<file path="config.mk">
export PLATFORM = sky130hd
export DESIGN_NAME = link_seq_det
export DESIGN_NICKNAME = d
export VERILOG_FILES = /design/src/rtl/lsd_pkg.sv /design/src/rtl/lsd_sync.sv /design/src/rtl/lsd_timer.sv /design/src/rtl/lsd_fsm.sv /design/src/rtl/link_seq_det.sv
export SDC_FILE = /design/constraint.sdc
export NUM_CORES = 1
export LEC_CHECK = 0
export BUFFER_PORTS_ARGS = -buffer_cell sky130_fd_sc_hd__buf_2
export CORE_MARGIN = 2
export CORE_UTILIZATION = 55
export CTS_CLUSTER_DIAMETER = 200
export CTS_CLUSTER_SIZE = 28
export DETAILED_ROUTE_END_ITERATION = 10
export PLACE_DENSITY = 0.73
export SLEW_MARGIN = 20
export SYNTH_ARGS = -nofsm -noshare
export SYNTH_HDL_FRONTEND = slang
export SYNTH_HIERARCHICAL = 1
export SYNTH_SLANG_ARGS = --single-unit
</file>
<file path="constraint.sdc">
create_clock -name clk_i -period 3.04 [get_ports clk_i]
set_clock_uncertainty 0.15 [all_clocks]
set_input_delay 0.304 -clock clk_i [delete_from_list [all_inputs] [get_ports clk_i]]
set_output_delay 0.304 -clock clk_i [all_outputs]
set_load 0.1 [all_outputs]
</file>
<file path="src/rtl/lsd_pkg.sv">
package lsd_pkg;
  typedef enum logic [2:0] {
    ST_IDLE = 3'd0,
    ST_P1   = 3'd1,
    ST_P2   = 3'd2,
    ST_P3   = 3'd3,
    ST_LINK = 3'd4,
    ST_WAIT = 3'd5
  } lsd_state_e;

  // pair level {p, n}
  typedef enum logic [1:0] {
    LV_LO   = 2'b00,
    LV_REV  = 2'b01,
    LV_IDLE = 2'b10,
    LV_HI   = 2'b11
  } lsd_level_e;
endpackage

</file>
<file path="src/rtl/lsd_sync.sv">
module lsd_sync #(
  parameter int W      = 3,
  parameter int STAGES = 2,
  parameter logic [W-1:0] RST_VAL = '0
) (
  input  logic         clk_i,
  input  logic         rst_ni,
  input  logic [W-1:0] d_i,
  output logic [W-1:0] q_o
);
  logic [W-1:0] stg_q [STAGES];

  for (genvar s = 0; s < STAGES; s++) begin : g_stg
    always_ff @(posedge clk_i or negedge rst_ni) begin
      if (!rst_ni) stg_q[s] <= RST_VAL;
      else if (s == 0) stg_q[s] <= d_i;
      else stg_q[s] <= stg_q[(s == 0) ? 0 : s-1];
    end
  end

  assign q_o = stg_q[STAGES-1];
endmodule

</file>
<file path="src/rtl/lsd_timer.sv">
module lsd_timer #(
  parameter int CW = 8
) (
  input  logic          clk_i,
  input  logic          rst_ni,
  input  logic          load_i,
  output logic [CW-1:0] cnt_o
);
  localparam logic [CW-1:0] CNT_MAX = '1;

  // load_i restarts at 1: the sample that opened the phase counts
  always_ff @(posedge clk_i or negedge rst_ni) begin
    if (!rst_ni) cnt_o <= '0;
    else if (load_i) cnt_o <= CW'(1);
    else if (cnt_o != CNT_MAX) cnt_o <= cnt_o + CW'(1);
  end
endmodule

</file>
<file path="src/rtl/lsd_fsm.sv">
module lsd_fsm
  import lsd_pkg::*;
#(
  parameter int T1_MIN = 4,
  parameter int T1_MAX = 12,
  parameter int TOL    = 2,
  parameter int CW     = 5
) (
  input  logic          clk_i,
  input  logic          rst_ni,
  input  logic          en_i,
  input  lsd_level_e    lvl_i,
  input  logic [CW-1:0] cnt_i,
  output logic          load_o,
  output lsd_state_e    st_o
);
  localparam int XW = CW + 1;
  localparam logic [XW-1:0] T1_MIN_X = XW'(T1_MIN);
  localparam logic [XW-1:0] T1_MAX_X = XW'(T1_MAX);
  localparam logic [XW-1:0] TOL_X    = XW'(TOL);

  lsd_state_e    st_q, st_d;
  logic [CW-1:0] t1_q, t1_d;
  logic [XW-1:0] cnt_x, cnt_nx, t1_x;
  logic          win_lo_ok, win_hi_hit;

  assign cnt_x      = {1'b0, cnt_i};
  assign cnt_nx     = cnt_x + XW'(1);
  assign t1_x       = {1'b0, t1_q};
  // t > t1 - TOL, written without subtraction
  assign win_lo_ok  = (cnt_x + TOL_X) > t1_x;
  // next sample would reach t1 + TOL
  assign win_hi_hit = cnt_nx >= (t1_x + TOL_X);

  always_comb begin
    st_d   = st_q;
    t1_d   = t1_q;
    load_o = 1'b0;
    if (!en_i) begin
      st_d = ST_WAIT;
    end else begin
      unique case (st_q)
        ST_WAIT: if (lvl_i == LV_IDLE) st_d = ST_IDLE;
        ST_IDLE: begin
          if (lvl_i == LV_HI) begin
            st_d   = ST_P1;
            load_o = 1'b1;
          end else if (lvl_i != LV_IDLE) begin
            st_d = ST_WAIT;
          end
        end
        ST_P1: begin
          if (lvl_i == LV_HI) begin
            if (cnt_nx >= T1_MAX_X) st_d = ST_WAIT;
          end else if (lvl_i == LV_IDLE && cnt_x > T1_MIN_X) begin
            st_d   = ST_P2;
            t1_d   = cnt_i;
            load_o = 1'b1;
          end else begin
            st_d = ST_WAIT;
          end
        end
        ST_P2: begin
          if (lvl_i == LV_IDLE) begin
            if (win_hi_hit) st_d = ST_WAIT;
          end else if (lvl_i == LV_LO && win_lo_ok) begin
            st_d   = ST_P3;
            load_o = 1'b1;
          end else begin
            st_d = ST_WAIT;
          end
        end
        ST_P3: begin
          if (lvl_i == LV_LO) begin
            if (win_hi_hit) st_d = ST_WAIT;
          end else if (lvl_i == LV_IDLE && win_lo_ok) begin
            st_d = ST_LINK;
          end else begin
            st_d = ST_WAIT;
          end
        end
        ST_LINK: st_d = ST_LINK;
        default: st_d = ST_WAIT;
      endcase
    end
  end

  always_ff @(posedge clk_i or negedge rst_ni) begin
    if (!rst_ni) begin
      st_q <= ST_IDLE;
      t1_q <= '0;
    end else begin
      st_q <= st_d;
      t1_q <= t1_d;
    end
  end

  assign st_o = st_q;
endmodule

</file>
<file path="src/rtl/link_seq_det.sv">
module link_seq_det
  import lsd_pkg::*;
#(
  parameter int T1_MIN = 4,
  parameter int T1_MAX = 12,
  parameter int TOL    = 2,
  parameter int SYNC_STAGES = 2
) (
  input  logic       clk_i,
  input  logic       rst_ni,
  input  logic       en_i,
  input  logic       p_i,
  input  logic       n_i,
  output logic       link_o,
  output logic [2:0] phase_o
);
  localparam int CW = $clog2(T1_MAX + TOL + 2);

  logic [2:0]    raw, syn;
  logic          en_s;
  lsd_level_e    lvl;
  logic [CW-1:0] cnt;
  logic          load;
  lsd_state_e    st;

  assign raw = {en_i, p_i, n_i};

  lsd_sync #(.W(3), .STAGES(SYNC_STAGES), .RST_VAL(3'b010)) u_sync (
    .clk_i (clk_i),
    .rst_ni(rst_ni),
    .d_i   (raw),
    .q_o   (syn)
  );

  assign en_s = syn[2];
  assign lvl  = lsd_level_e'(syn[1:0]);

  lsd_timer #(.CW(CW)) u_timer (
    .clk_i (clk_i),
    .rst_ni(rst_ni),
    .load_i(load),
    .cnt_o (cnt)
  );

  lsd_fsm #(.T1_MIN(T1_MIN), .T1_MAX(T1_MAX), .TOL(TOL), .CW(CW)) u_fsm (
    .clk_i (clk_i),
    .rst_ni(rst_ni),
    .en_i  (en_s),
    .lvl_i (lvl),
    .cnt_i (cnt),
    .load_o(load),
    .st_o  (st)
  );

  assign link_o  = (st == ST_LINK);
  assign phase_o = (st == ST_WAIT) ? 3'd0 : 3'(st);
endmodule

</file>
==> summary.md <==
| Metric | Value |
|---|---|
| Status | `complete, no violations` |
| Clk sinks | `17` |
| Worst-path clk slew | `0.10 ns` |
| Worst-Skew Late Latency | `0.29 ns` |
| Final net count | `158` |
| Post-Syn Area | `1260 um2` |
| GR Util All Layers | `0.206` |
| Hold buffer count at cts | `4` |
| DPL Wire Length | `1730 um` |
| Ant. Diodes | `0` |
| Fin crit period | `2.92 ns` |
| TNS Setup | `0 ns` |
| First-pass GRT wire length | `4020 um` |
| Max-cap viol count | `0` |
| Hold Fails Final Rpt | `0` |
| Leak pwr | `between 0.6 and 0.7 nW` |
| Least-Margin Pin Slew | `just under 0.5 ns` |
| Async S/R FF share, synth | `1.00` |
| Vias in the first global route | `903` |
| PD cells | `1080 nW/um2` |
| Vias | `between 900 and 1,000` |
| Register bit count reported by yosys | `17` |
| Effective utilization at floorplan | `0.573` |
| Final Non-Filler Cells | `166` |
| Worst hold path class | `reg -> reg` |
| Max_slew headroom | `0.680` |
| CTS root buf | `clkbuf_4` |
| Area leader, netlist | `dfrtp_1` |
| Post-synth EDFFs | `0` |
| Pin count of the biggest net entering global routing | `18` |
| Top cells by area, synth | `dfrtp_1 30%, ha_1 14%, dfstp_2 4.2%` |
| Drt drc | `0` |
| Avg WL per Cell | `around 14 um` |
| RSZ-0062 raised after global routing | `no` |
| Final Instance Area | `1350 um2` |
| Cts repair resizes | `0` |
| Post-Route Utilization | `0.617` |
| Syn Area/Cell | `9.66 um2` |
| # setup viols final | `0` |
| Mapped Cells | `130` |
| Port bufs | `8` |
| CP max FO | `10` |
| Layout cell share with drive strength beyond 1 | `0.167` |
| Die span in y | `51.8 um` |
| Setup bufs post-CTS | `0` |
| Synth top area share | `0.299` |
| Post-Place Worst Slack | `0.161 ns` |
| VDD IR-drop max | `between 0.7 and 0.8 mV` |
| Mapped Nets | `149` |
| Final worst slack | `0.120 ns` |
| Core box area | `2190 um2` |
| Post-synthesis sequential area ratio | `0.341` |
| Startpoint types | `flip-flop` |
| Tcrit/Tclk final | `0.961` |
| Vias/cell | `5.92` |
| Num CTS Buffers | `3` |
| # rows | `17` |
| Data required, critical path | `3.05 ns` |
| Crit path DAT | `2.93 ns` |
| RePlAce Congestion | `0.942` |
| Routed Antenna Nets | `0` |
| Fmax | `342 MHz` |
| Placed insts | `158` |
| Drt initial violations | `25` |
| Overflow after GRT | `0` |
| Most used DFF post-synth | `dfrtp_1` |
| Die area | `~2700 um2` |
| CTS tree | `yes` |
| Htree depth | `1` |
| Final WL | `between 2000 and 2500 um` |
| Area Overhead vs Synth | `7.67%` |
| Die X | `approximately 52 um` |
| First drt pass iteration count | `4` |
| Fin. max-slew vios | `0` |
| Antenna violations before repair | `0` |
| Clock tree buffer depth | `2` |
| Post-synthesis cell type count | `46` |
| Placed inst area | `1280 um2` |
| # IOs | `9` |
| Crit end category | `flip-flop` |
| Worst Path Class, Setup | `reg -> reg` |
| Number of fill cells | `between 150 and 200` |
| YS warnings | `6` |
==> synthesized netlist by cell type (3+ instances only) <==
cell type / number
a21oi_1: 6
a31oi_1: 3
buf_2: 4
buf_4: 4
dfrtp_1: 15
ha_1: 14
inv_1: 10
mux2i_1: 4
nand2_1: 8
nand2b_1: 6
nand3_1: 4
nor2_1: 6
xor2_1: 3
==> worst paths after layout <==
check	start	end	slack, ns	cells after the start
min in group asynchronous	rst_ni	u_sync/stg_q[5]$_DFF_PN0_	0.32	2
worst max register to register	u_timer/cnt_o[2]$_DFFE_PN0P_	u_fsm/st_o[1]$_DFFE_PN0P_	0.12	9
max in group asynchronous	rst_ni	u_sync/stg_q[4]$_DFF_PN1_	2.11	2
worst max-delay path	u_timer/cnt_o[2]$_DFFE_PN0P_	u_fsm/st_o[1]$_DFFE_PN0P_	0.12	9
worst min-delay path	u_sync/stg_q[4]$_DFF_PN1_	u_sync/q_o[1]$_DFF_PN1_	0.21	0
worst min register to register	u_sync/stg_q[4]$_DFF_PN1_	u_sync/q_o[1]$_DFF_PN1_	0.21	0
==> placed cells by master, fill, tap and decap left out, types with 2 or more instances in the layout <==
cell / netlist / final
ha_1: 14 / 14
o21ai_0: 2 / 2
inv_1: 10 / 10
nand3_1: 4 / 4
a31oi_1: 3 / 3
nand2_1: 8 / 8
or3_1: 2 / 2
mux2_4: 2 / 2
clkbuf_4: 0 / 3
dlygate4sd3_1: 0 / 4
o21ai_1: 2 / 2
buf_2: 4 / 8
nor2b_1: 2 / 2
dfstp_2: 2 / 2
and3_1: 2 / 2
dfrtp_1: 15 / 15
mux2i_1: 4 / 4
nor2_1: 6 / 6
xor2_1: 3 / 3
xnor2_1: 2 / 2
a21oi_1: 6 / 6
nand4_1: 2 / 2
nand2b_1: 6 / 6
==> critical path, cell delays in order (launching register included) <==
cell	delay, ns
dfrtp_1	0.52
ha_1	0.24
nand2_1	0.08
xnor2_1	0.24
ha_1	0.29
a21o_1	0.19
a21oi_1	0.14
o21ai_0	0.14
or3_1	0.36
a2111oi_1	0.43
==> per-stage QoR <==
stage	hold WS, ns	total power [mW]
floorplan	-0.142	1.14
global placement	0.0950	1.28
detailed placement	0.0975	1.32
CTS	0.214	1.46
global route	0.217	1.60
finish	0.212	1.46
==> where the power goes <==
part / internal (mW) / switching [mW] / leakage [nW]
clock network: 0.0490 / 0.0738 / 0.0177
logic: 0.371 / 0.539 / 0.426
registers: 0.296 / 0.132 / 0.198
total: 0.715 / 0.745 / 0.641
==> per-layer routing <==
metal  wire length, um  global-route usage  vias up
li1                  -                   -      478
met1              1060               0.261      471
met2              1190               0.333       29
met3               107              0.0374        4
met4                45               0.105        0
met5                 0                   0        -
==> sequential cells by signal, indices dropped and copies added (netlist names) <==
| name | flops |
|---|---|
| u_fsm/st_o | 3 |
| u_fsm/t1_q | 4 |
| u_sync/q_o | 3 |
| u_sync/stg_q | 3 |
| u_timer/cnt_o | 4 |
==> kinds of logic (layout without fill, tap and decap cells) <==
logic type | after synthesis | count (layout) | share of synthesized area
compound gates | 27 | 27 | 0.154
xor+xnor | 5 | 5 | 0.0349
fa+ha+maj | 14 | 14 | 0.139
buf+inv | 19 | 27 | 0.0727
flops | 17 | 17 | 0.341
mux | 6 | 6 | 0.0558
simple gates | 42 | 42 | 0.202
==> layout make-up <==
class | count | area, um2 | area share
sequential | 17 | 428 | 0.316
timing repair buffer | 13 | 87.6 | 0.0648
multi-input combinational | 94 | 737 | 0.545
clock inverter | 1 | 5.00 | 0.00370
clock buffer | 3 | 22.5 | 0.0167
inverter | 10 | 37.5 | 0.0278
tap | 28 | 35.0 | 0.0259
(Power assumes the default switching activity.)
